**src/rtl/fd_pkg.sv**
```systemverilog
package fd_pkg;
  typedef enum logic {
    FIELD_ODD  = 1'b0,
    FIELD_EVEN = 1'b1
  } field_e;

  localparam int unsigned SYNC_H = 0;
  localparam int unsigned SYNC_V = 1;
  localparam int unsigned N_SYNC = 2;
endpackage

```
**src/rtl/fd_pulse_qual.sv**
```systemverilog
module fd_pulse_qual #(
  parameter int unsigned MIN_W = 2
) (
  input  logic clk,
  input  logic rst_n,
  input  logic act_i,
  output logic act_o,
  output logic qual_o
);
  localparam int unsigned RUN_W = $clog2(MIN_W + 1);
  localparam logic [RUN_W-1:0] RUN_SAT  = RUN_W'(MIN_W);
  localparam logic [RUN_W-1:0] RUN_HIT  = RUN_W'(MIN_W - 1);

  logic             act_q;
  logic [RUN_W-1:0] run_q, run_n;
  logic             run_en;

  always_comb begin
    run_en = 1'b1;
    if (!act_q)                run_n = '0;
    else if (run_q != RUN_SAT) run_n = run_q + 1'b1;
    else begin
      run_n  = run_q;
      run_en = 1'b0;
    end
  end

  always_ff @(posedge clk or negedge rst_n) begin
    if (!rst_n) begin
      act_q <= 1'b0;
      run_q <= '0;
    end else begin
      act_q <= act_i;
      if (run_en) run_q <= run_n;
    end
  end

  assign act_o  = act_q;
  assign qual_o = act_q && (run_q == RUN_HIT);
endmodule

```
**src/rtl/fd_hs_age.sv**
```systemverilog
module fd_hs_age #(
  parameter int unsigned WIN = 127
) (
  input  logic                       clk,
  input  logic                       rst_n,
  input  logic                       hs_qual_i,
  output logic [$clog2(WIN+2)-1:0]   age_o,
  output logic                       near_o
);
  localparam int unsigned AGE_W = $clog2(WIN + 2);
  localparam logic [AGE_W-1:0] AGE_SAT = AGE_W'(WIN + 1);
  localparam logic [AGE_W-1:0] AGE_LIM = AGE_W'(WIN);

  logic [AGE_W-1:0] age_q, age_n;
  logic             age_en;

  always_comb begin
    age_en = 1'b1;
    if (hs_qual_i)             age_n = '0;
    else if (age_q != AGE_SAT) age_n = age_q + 1'b1;
    else begin
      age_n  = age_q;
      age_en = 1'b0;
    end
  end

  always_ff @(posedge clk or negedge rst_n) begin
    if (!rst_n)      age_q <= AGE_SAT;
    else if (age_en) age_q <= age_n;
  end

  assign age_o  = age_q;
  assign near_o = hs_qual_i || (age_q < AGE_LIM);
endmodule

```
**src/rtl/fd_field_ctrl.sv**
```systemverilog
module fd_field_ctrl
  import fd_pkg::*;
#(
  parameter int unsigned WIN      = 127,
  parameter int unsigned MIN_W    = 2,
  parameter int unsigned LAT_BIN  = 148,
  parameter int unsigned LAT_BOUT = 138,
  parameter int unsigned CNT_W    = 8
) (
  input  logic             clk,
  input  logic             rst_n,
  input  logic             vs_qual_i,
  input  logic             hs_qual_i,
  input  logic             near_i,
  input  logic             blank_out_i,
  output logic             busy_o,
  output logic [CNT_W-1:0] since_o,
  output field_e           field_o
);
  localparam logic [CNT_W-1:0] LAST_BIN  = CNT_W'(LAT_BIN - MIN_W - 1);
  localparam logic [CNT_W-1:0] LAST_BOUT = CNT_W'(LAT_BOUT - MIN_W - 1);
  localparam logic [CNT_W-1:0] WIN_C     = CNT_W'(WIN);

  logic             busy_q, busy_n;
  logic [CNT_W-1:0] since_q, since_n;
  logic             odd_q, odd_n;
  field_e           field_q, field_n;
  logic [CNT_W-1:0] last_c;
  logic             commit;

  always_comb begin
    last_c  = blank_out_i ? LAST_BOUT : LAST_BIN;
    commit  = busy_q && (since_q == last_c);
    busy_n  = busy_q;
    since_n = since_q;
    odd_n   = odd_q;
    field_n = field_q;
    if (busy_q) begin
      if (hs_qual_i && (since_q < WIN_C)) odd_n = 1'b1;
      if (commit) begin
        field_n = odd_q ? FIELD_ODD : FIELD_EVEN;
        busy_n  = 1'b0;
      end else begin
        since_n = since_q + 1'b1;
      end
    end
    if (vs_qual_i) begin
      busy_n  = 1'b1;
      since_n = '0;
      odd_n   = near_i;
    end
  end

  always_ff @(posedge clk or negedge rst_n) begin
    if (!rst_n) begin
      busy_q  <= 1'b0;
      since_q <= '0;
      odd_q   <= 1'b0;
      field_q <= FIELD_ODD;
    end else begin
      busy_q  <= busy_n;
      since_q <= since_n;
      odd_q   <= odd_n;
      field_q <= field_n;
    end
  end

  assign busy_o  = busy_q;
  assign since_o = since_q;
  assign field_o = field_q;
endmodule

```
**src/rtl/sync_field_det.sv**
```systemverilog
module sync_field_det
  import fd_pkg::*;
#(
  parameter int unsigned WIN      = 127,
  parameter int unsigned MIN_W    = 2,
  parameter int unsigned LAT_BIN  = 148,
  parameter int unsigned LAT_BOUT = 138
) (
  input  logic clk2_i,
  input  logic rst_n_i,
  input  logic hsync_i,
  input  logic vsync_i,
  input  logic hs_act_high_i,
  input  logic vs_act_high_i,
  input  logic blank_out_i,
  output logic field_o
);
  localparam int unsigned LAT_MAX = (LAT_BIN > LAT_BOUT) ? LAT_BIN : LAT_BOUT;
  localparam int unsigned CNT_W   = $clog2(LAT_MAX + 1);
  localparam int unsigned AGE_W   = $clog2(WIN + 2);

  logic              rst_meta, rst_n_s;
  logic [N_SYNC-1:0] sync_raw, sync_act, sync_qual;
  logic [AGE_W-1:0]  hs_age;
  logic              hs_near;
  logic              win_busy;
  logic [CNT_W-1:0]  since_vs;
  field_e            field_s;

  always_ff @(posedge clk2_i or negedge rst_n_i) begin
    if (!rst_n_i) begin
      rst_meta <= 1'b0;
      rst_n_s  <= 1'b0;
    end else begin
      rst_meta <= 1'b1;
      rst_n_s  <= rst_meta;
    end
  end

  assign sync_raw[SYNC_H] = (hsync_i == hs_act_high_i);
  assign sync_raw[SYNC_V] = (vsync_i == vs_act_high_i);

  for (genvar g = 0; g < N_SYNC; g++) begin : g_qual
    fd_pulse_qual #(.MIN_W(MIN_W)) u_qual (
      .clk    (clk2_i),
      .rst_n  (rst_n_s),
      .act_i  (sync_raw[g]),
      .act_o  (sync_act[g]),
      .qual_o (sync_qual[g])
    );
  end

  fd_hs_age #(.WIN(WIN)) u_age (
    .clk       (clk2_i),
    .rst_n     (rst_n_s),
    .hs_qual_i (sync_qual[SYNC_H]),
    .age_o     (hs_age),
    .near_o    (hs_near)
  );

  fd_field_ctrl #(
    .WIN(WIN), .MIN_W(MIN_W), .LAT_BIN(LAT_BIN), .LAT_BOUT(LAT_BOUT), .CNT_W(CNT_W)
  ) u_ctrl (
    .clk         (clk2_i),
    .rst_n       (rst_n_s),
    .vs_qual_i   (sync_qual[SYNC_V]),
    .hs_qual_i   (sync_qual[SYNC_H]),
    .near_i      (hs_near),
    .blank_out_i (blank_out_i),
    .busy_o      (win_busy),
    .since_o     (since_vs),
    .field_o     (field_s)
  );

  assign field_o = field_s;
endmodule

```
**config.mk**
```make
export PLATFORM = sky130hd
export DESIGN_NAME = sync_field_det
export DESIGN_NICKNAME = d
export VERILOG_FILES = /design/src/rtl/fd_pkg.sv /design/src/rtl/fd_pulse_qual.sv /design/src/rtl/fd_hs_age.sv /design/src/rtl/fd_field_ctrl.sv /design/src/rtl/sync_field_det.sv
export SDC_FILE = /design/constraint.sdc
export NUM_CORES = 1
export LEC_CHECK = 0
export BUFFER_PORTS_ARGS = -buffer_cell sky130_fd_sc_hd__buf_2
export CAP_MARGIN = 20
export CORE_ASPECT_RATIO = 1.5
export CORE_UTILIZATION = 58
export DETAILED_ROUTE_END_ITERATION = 8
export GPL_ROUTABILITY_DRIVEN = 0
export PLACE_DENSITY = 0.83
export SLEW_MARGIN = 0
export SYNTH_ARGS = -nofsm -noshare
export SYNTH_HDL_FRONTEND = slang
export SYNTH_SLANG_ARGS = --single-unit
```
**constraint.sdc**
```tcl
create_clock -name clk2_i -period 1.15 [get_ports clk2_i]
set_input_delay 0.0575 -clock clk2_i [delete_from_list [all_inputs] [get_ports clk2_i]]
set_output_delay 0.0575 -clock clk2_i [all_outputs]
set_load 0.005 [all_outputs]
```
==> results.yml, run 1 <==
outcome:
  status: "complete, but fails checks"
  violations: "setup timing"
synth:
  yosys.cell_types.count: 30
  yosysWarningCount: 0
  synthAdderAreaFrac: 0.06506
  syn_nets: 143
  synth_area_um2: 1346
  syn_area_per_cell_um2: 10.44
  synth_top_family_by_area: "simple AND/OR/NAND/NOR gates"
  ys_ff_latch: 27
  yosys.area_share.xor_xnor: 0.08457
  yosys.area_share.simple: 0.2221
  yosysSeqAreaShare: 0.5028
  synth-compound-area-share: 0.09015
  syn-instance-count: 129
  synth_mux_area_frac: 0.007435
global_routing:
  grt.met1_usage: 0.2954
  grt_max_degree: 23
  grt_usage: 0.3106
  grt_busiest_layer: "met2"
  grt_pass1_vias: 1203
  grt_use_met3: 0.03297
  antenna_found_initial: 0
  gr-total-overflow: 0
  grt_pass1_wl_um: 5119
  grtUsageMet2: 0.6027
placement:
  place_hpwl_um: 2048
  numPortBuffers: 7
  dpl_cell_area_um2: 1637
  dp_cells: 184
min_path:
  hold_path_class: "primary input to asynchronous set/reset pin"
clock_tree:
  cts_num_sinks: 27
  clk_pin_slew_ns: 0.15
  cts_tree: "yes"
  root_buffer: "clkbuf_4"
  cts_buffer_depth: 2
  cts_buffers: 3
  htreeDepth: 1
  clock_latency_ns: 0.34
pwr:
  irDropWorstVdd_mv: 1.534
  p_clk_frac: 0.099
  p_switching_mw: 1.665
  seqPwrFrac: 0.346
  total_power_mw: 4.241
  switching_share: 0.3926
  pwr-share-comb: 0.555
  p_leak_nw: 0.8867
  power.density_nw_per_um2: 2149
  p_int_mw: 2.576
layout:
  final_cell_mix: "dfrtp_1, buf_4, nor2_1"
  fin_cells: 201
  seqCellArea_um2: 678.2
  drive_gt1_frac: 0.4270
  fin_nets: 193
  area_growth_pct: 46.56
  fillers: 104
  multi_input_area_um2: 812.0
  finish.instance_area_um2: 1973
  diodes: 0
die:
  dieArea_um2: 2522
  die_y_um: 61.01
  io_pins: 8
  core_area_um2: 2207
  std_cell_rows: 21
  die_w_um: 41.34
  start_util: 0.6100
detailed_routing:
  drtIter0Drc: 83
  drc: 0
  avgViaCountPerCell: 6.279
  ant_nets: 0
  dr.pass1.iters: 4
  drt-wirelength-per-cell_um: 22.53
  routed_wl_um: 4528
  vias: 1262
timing:
  max_clock_freq_mhz: 674.6
  hold_violations: 0
  fin_ws_ns: -0.3323
  layout_min_cycle_time_ns: 1.482
  rsz0062_at_grt: "yes"
  fin_crit_sh: 1.289
  setup_viol: 20
  maxSlewViolCount: 0
  skew_ns: 0.01004
worst_setup_path:
  end_kind: "register"
  arrival_ns: 1.76
  cp_max_fo: 8
  worstSetupPathType: "register to register"
  worstPathRequired_ns: 1.43
  start_kind: "register"
flow_run:
  cap_violations: 0
-- area by class of cell --
type	count	area share
repair buffers	47	0.2016
clock inverters	1	0.002536
flip-flops and latches	27	0.3437
clock buffers	3	0.01141
multi-input cells	93	0.4115
well taps	23	0.01458
inverters	7	0.01458
-- per-stage QoR --
step | TNS, ns | setup slack [ns] | utilization | hold slack, ns
2_1_floorplan | -1.001 | -0.1989 | - | -0.2381
3_3_place_gp | -1.400 | -0.2067 | 0.7415 | -0.1563
3_5_place_dp | -2.200 | -0.2696 | 0.7415 | -0.1555
4_1_cts | -2.300 | -0.2946 | 0.8384 | 0.001991
5_1_grt | -4.610 | -0.4072 | 0.8940 | 0.0009253
6_report | -3.617 | -0.3323 | 0.8940 | 0.01634
-- registers in the layout, summed over array words and instances (netlist names) --
register	flops
g_qual.u_qual.act_o	2
u_ctrl.field_o	1
rst_n_s	1
u_ctrl.since_o	8
u_age.age_o	8
g_qual.u_qual.run_q	4
u_ctrl.busy_o	1
rst_meta	1
u_ctrl.odd_q	1
-- path summary, 6_finish.rpt --
| path | from | to | slack, ns | cells past startpoint |
|---|---|---|---|---|
| worst max-delay path | u_ctrl.since_o[2]$_DFFE_PN0P_ | u_ctrl.since_o[2]$_DFFE_PN0P_ | -0.33 | 4 |
| worst min-delay path | rst_n_i | rst_meta$_DFF_PN0_ | 0.02 | 2 |
| worst max register to register | u_ctrl.since_o[2]$_DFFE_PN0P_ | u_ctrl.since_o[2]$_DFFE_PN0P_ | -0.33 | 4 |
| worst min register to register | rst_n_s$_DFF_PN0_ | g_qual[1].u_qual.run_q[0]$_DFFE_PN0P_ | 0.10 | 0 |
| max in group asynchronous | rst_n_s$_DFF_PN0_ | u_age.age_o[7]$_DFFE_PN1P_ | 0.57 | 1 |
| min in group clk2_i | blank_out_i | u_ctrl.field_o$_DFFE_PN0P_ | 0.25 | 4 |
-- cells in the mapped netlist, drive strengths merged --
cell type  number  area (µm²)
a21oi           6       30.03
and2            6       37.54
and3            2       13.77
and4            1       8.760
and4b           2       23.77
clkbuf          2       7.510
conb            1       3.750
dfrtp          26       650.6
dfstp           1       26.28
ha              7       87.58
inv             7       26.28
mux2i           1       10.01
nand2           7       26.28
nand2b          1       6.260
nand3           5       25.02
nand3b          1       7.510
nand4           6       37.54
nor2           13       48.80
nor4b           3       38.79
o211a           1       17.52
o211ai          1       7.510
o21ai          10       50.05
o31a            1       8.760
o31ai           1       7.510
or3             4       25.02
xnor2           5       43.79
xor2            8       70.07
-- power by group through the flow --
stage / sequential, mW / clock [mW] / combinational [mW]
finish: 1.47 / 0.420 / 2.35
global route: 1.49 / 0.453 / 2.48
CTS: 1.40 / 0.430 / 1.74
detailed placement: 1.41 / 0 / 1.36
global placement: 1.38 / 0 / 1.27
floorplan: 1.42 / 0 / 0.738
-- critical path, cell delays in order, from the launching register on --
cell	delay, ns
dfrtp_1	0.45
nor4b_2	0.41
o211a_4	0.27
o21ai_0	0.13
a21oi_2	0.16
-- metal layers --
metal	share of wire	vias to the layer above
li1	-	543
met1	0.34	624
met2	0.55	68
met3	0.055	27
met4	0.061	0
met5	0	-
-- logic make-up (layout without fill, tap and decap cells) --
group	count (synthesis)	in the layout
AOI/OAI and AO/OA	20	20
other	1	1
adders and majority gates	7	7
xor gates and xnor gates	13	13
DFF	27	27
muxes	1	1
and+or+nand+nor	51	51
buffers and inverters	9	58
-- what timing repair did --
| item | 4_1_cts | 5_1_grt |
|---|---|---|
| hold endpoints to repair | 4 | 2 |
| cloned | 0 | 0 |
| buffers inserted | 7 | 4 |
| hold buffers | 5 | 2 |
| gates resized for setup | 18 | 27 |
| setup endpoints to repair | 20 | 25 |
| pin swaps | 14 | 15 |
No activity file was read; power rests on OpenSTA's default activity.
==> run 2: changes to the inputs <==
ABC_AREA = 1   (was default)
CORE_UTILIZATION = 59   (was 58)
SKIP_LAST_GASP = 1   (was default)
clock period = 1.4 ns   (was 1.15 ns; I/O delays follow)
==> results.yml, run 2 <==
synth:
  syn-instance-count: 184
  syn_area_per_cell_um2: 8.065
  synth_top_flop_cell: "dfrtp_1"
  yosysSeqAreaShare: 0.4562
  synth_area_um2: 1484
  yosys.cell_types.count: 25
  yosysMostFrequentCell: "nand2_1"
  yosysTopAreaCellShare: 0.4384
  yosys.area.top_type: "dfrtp_1"
  synthTopCellsByArea: "dfrtp_1, nand2_1, nand3_1"
  ys_ff_latch: 27
  ys_async_sr_fraction: 1.000
  yosysWarningCount: 0
  yosys-top-cells-count: "nand2_1, dfrtp_1, inv_1, nor2_1, nand3_1"
  synth_edf_count: 0
  syn_nets: 198
layout:
  diodes: 0
  drive_gt1_frac: 0.2126
  final_common_cell: "nand2_1"
  fin_nets: 222
  fillers: 174
  final_cell_mix: "nand2_1, dfrtp_1, inv_1"
  fin_cells: 230
  area_growth_pct: 17.29
  final_util: 0.7527
die:
  std_cell_rows: 21
  die_y_um: 63.42
  start_util: 0.6418
  dieArea_um2: 2724
  io_pins: 8
  die_w_um: 42.95
  core_area_um2: 2312
detailed_routing:
  ant_nets: 0
  vias: 1288
  drc: 0
  dr.pass1.iters: 4
  drt-wirelength-per-cell_um: 13.36
  routed_wl_um: 3072
  drtIter0Drc: 64
  avgViaCountPerCell: 5.600
clock_tree:
  cts_buffer_depth: 2
  cts_buffers: 3
  root_buffer: "clkbuf_4"
  cts_tree: "yes"
  clock_latency_ns: 0.32
  cts_num_sinks: 27
  clk_pin_slew_ns: 0.13
  htreeDepth: 1
worst_setup_path:
  cpMostUsedCell: "nand2_1"
  end_kind: "register"
  start_kind: "register"
  arrival_ns: 1.60
  worstSetupPathType: "register to register"
  crit_slowest_cell: "dfrtp_1"
  cp_max_fo: 4
  cpPeakStageDelay_ns: 0.41
  worstPathRequired_ns: 1.62
  crit_chain: "ha_2 > nand2_2 > nor2_4 > nand2_2 > o21ai_2 > nand2_1 > nand2_1 > nand2_1"
pwr:
  total_power_mw: 2.781
  p_leak_nw: 0.8782
  irDropWorstVdd_mv: 1.301
  power.density_nw_per_um2: 1598
global_routing:
  grt.met1_usage: 0.2452
  gr-total-overflow: 0
  antenna_found_initial: 0
  grt_pass1_vias: 1335
  grt_max_degree: 25
  grtUsageMet2: 0.4830
  grt_use_met3: 0.03438
  grt_busiest_layer: "met2"
  grt_usage: 0.2488
  grt_pass1_wl_um: 5147
timing:
  fin_crit_sh: 0.9824
  skew_ns: 0.01070
  rsz0062_at_grt: "yes"
  setup_viol: 0
  fin_tns_setup_ns: 0
  maxSlewViolCount: 0
  hold_violations: 0
  layout_min_cycle_time_ns: 1.375
  max_clock_freq_mhz: 727.1
outcome:
  status: "finished clean"
placement:
  dp_cells: 216
  place_hpwl_um: 2233
  numPortBuffers: 7
min_path:
  hold_path_class: "register to asynchronous set/reset pin"
flow_run:
  cap_violations: 0
==> run 2: area by class of cell <==
class / instances / area, µm² / area share
clock buffers: 4 / 26.28 / 0.01510
repair buffers: 20 / 145.1 / 0.08339
multi-input cells: 131 / 767.0 / 0.4407
inverters: 25 / 93.84 / 0.05392
flip-flops and latches: 27 / 679.4 / 0.3904
well taps: 23 / 28.78 / 0.01653
==> run 2: final timing paths <==
path	start	endpoint	slack, ns	depth (start not counted)
min in group clk2_i	blank_out_i	u_ctrl.since_o[5]$_DFFE_PN0P_	0.32	6
max in group asynchronous	rst_n_s$_DFF_PN0_	u_age.age_o[7]$_DFFE_PN1P_	0.85	1
max	u_ctrl.since_o[1]$_DFFE_PN0P_	u_ctrl.odd_q$_DFFE_PN0P_	0.02	8
min reg2reg	rst_n_s$_DFF_PN0_	g_qual[1].u_qual.act_o$_DFF_PN0_	0.02	0
min	rst_n_s$_DFF_PN0_	g_qual[1].u_qual.act_o$_DFF_PN0_	0.02	0
max reg2reg	u_ctrl.since_o[1]$_DFFE_PN0P_	u_ctrl.odd_q$_DFFE_PN0P_	0.02	8
==> run 2: critical path: cells and delay by family (launching register included) <==
kind,cells,cell delay (ns)
fa+ha+maj,1,0.22
simple gates,6,0.48
compound gates,1,0.17
flops,1,0.41
==> run 2: what timing repair did <==
item                                   in CTS  in global routing
buffers inserted                            2                  2
pin swaps                                   2                  9
endpoints found under the hold margin       4                  0
hold buffers                                5                  0
setup endpoints to repair                   3                  5
gates cloned                                0                  1
resized for setup                           2                 16
==> run 2: logic make-up after synthesis <==
group           count (synthesis)  share of synthesized area
simple gates                  104                     0.3356
buf+inv                        27                    0.07083
flops                          27                     0.4562
compound gates                 13                    0.04637
fa+ha+maj                       7                    0.05902
xor+xnor                        5                    0.02952
other cells                     1                   0.002527
==> run 2: stage by stage <==
stage | area (µm²) | worst slack (ns) | hold slack (ns)
floorplan | 1484 | 0.1692 | -0.2256
global placement | 1567 | 0.1099 | -0.1450
detailed placement | 1567 | 0.01136 | -0.1428
CTS | 1668 | 0.004785 | 0.02480
global route | 1740 | -0.06576 | 0.01751
finish | 1740 | 0.02466 | 0.02149
==> run 2: where the power goes <==
| part | internal (mW) | leakage, nW | switching, mW |
|---|---|---|---|
| Combinational | 0.522 | 0.530 | 0.701 |
| Clock | 0.112 | 0.0150 | 0.219 |
| Sequential | 1.00 | 0.333 | 0.224 |
==> run 2: metal layers <==
metal	vias to the layer above	routed length [µm]
li1	636	-
met1	613	1139
met2	28	1770
met3	11	68
met4	0	94
met5	-	0
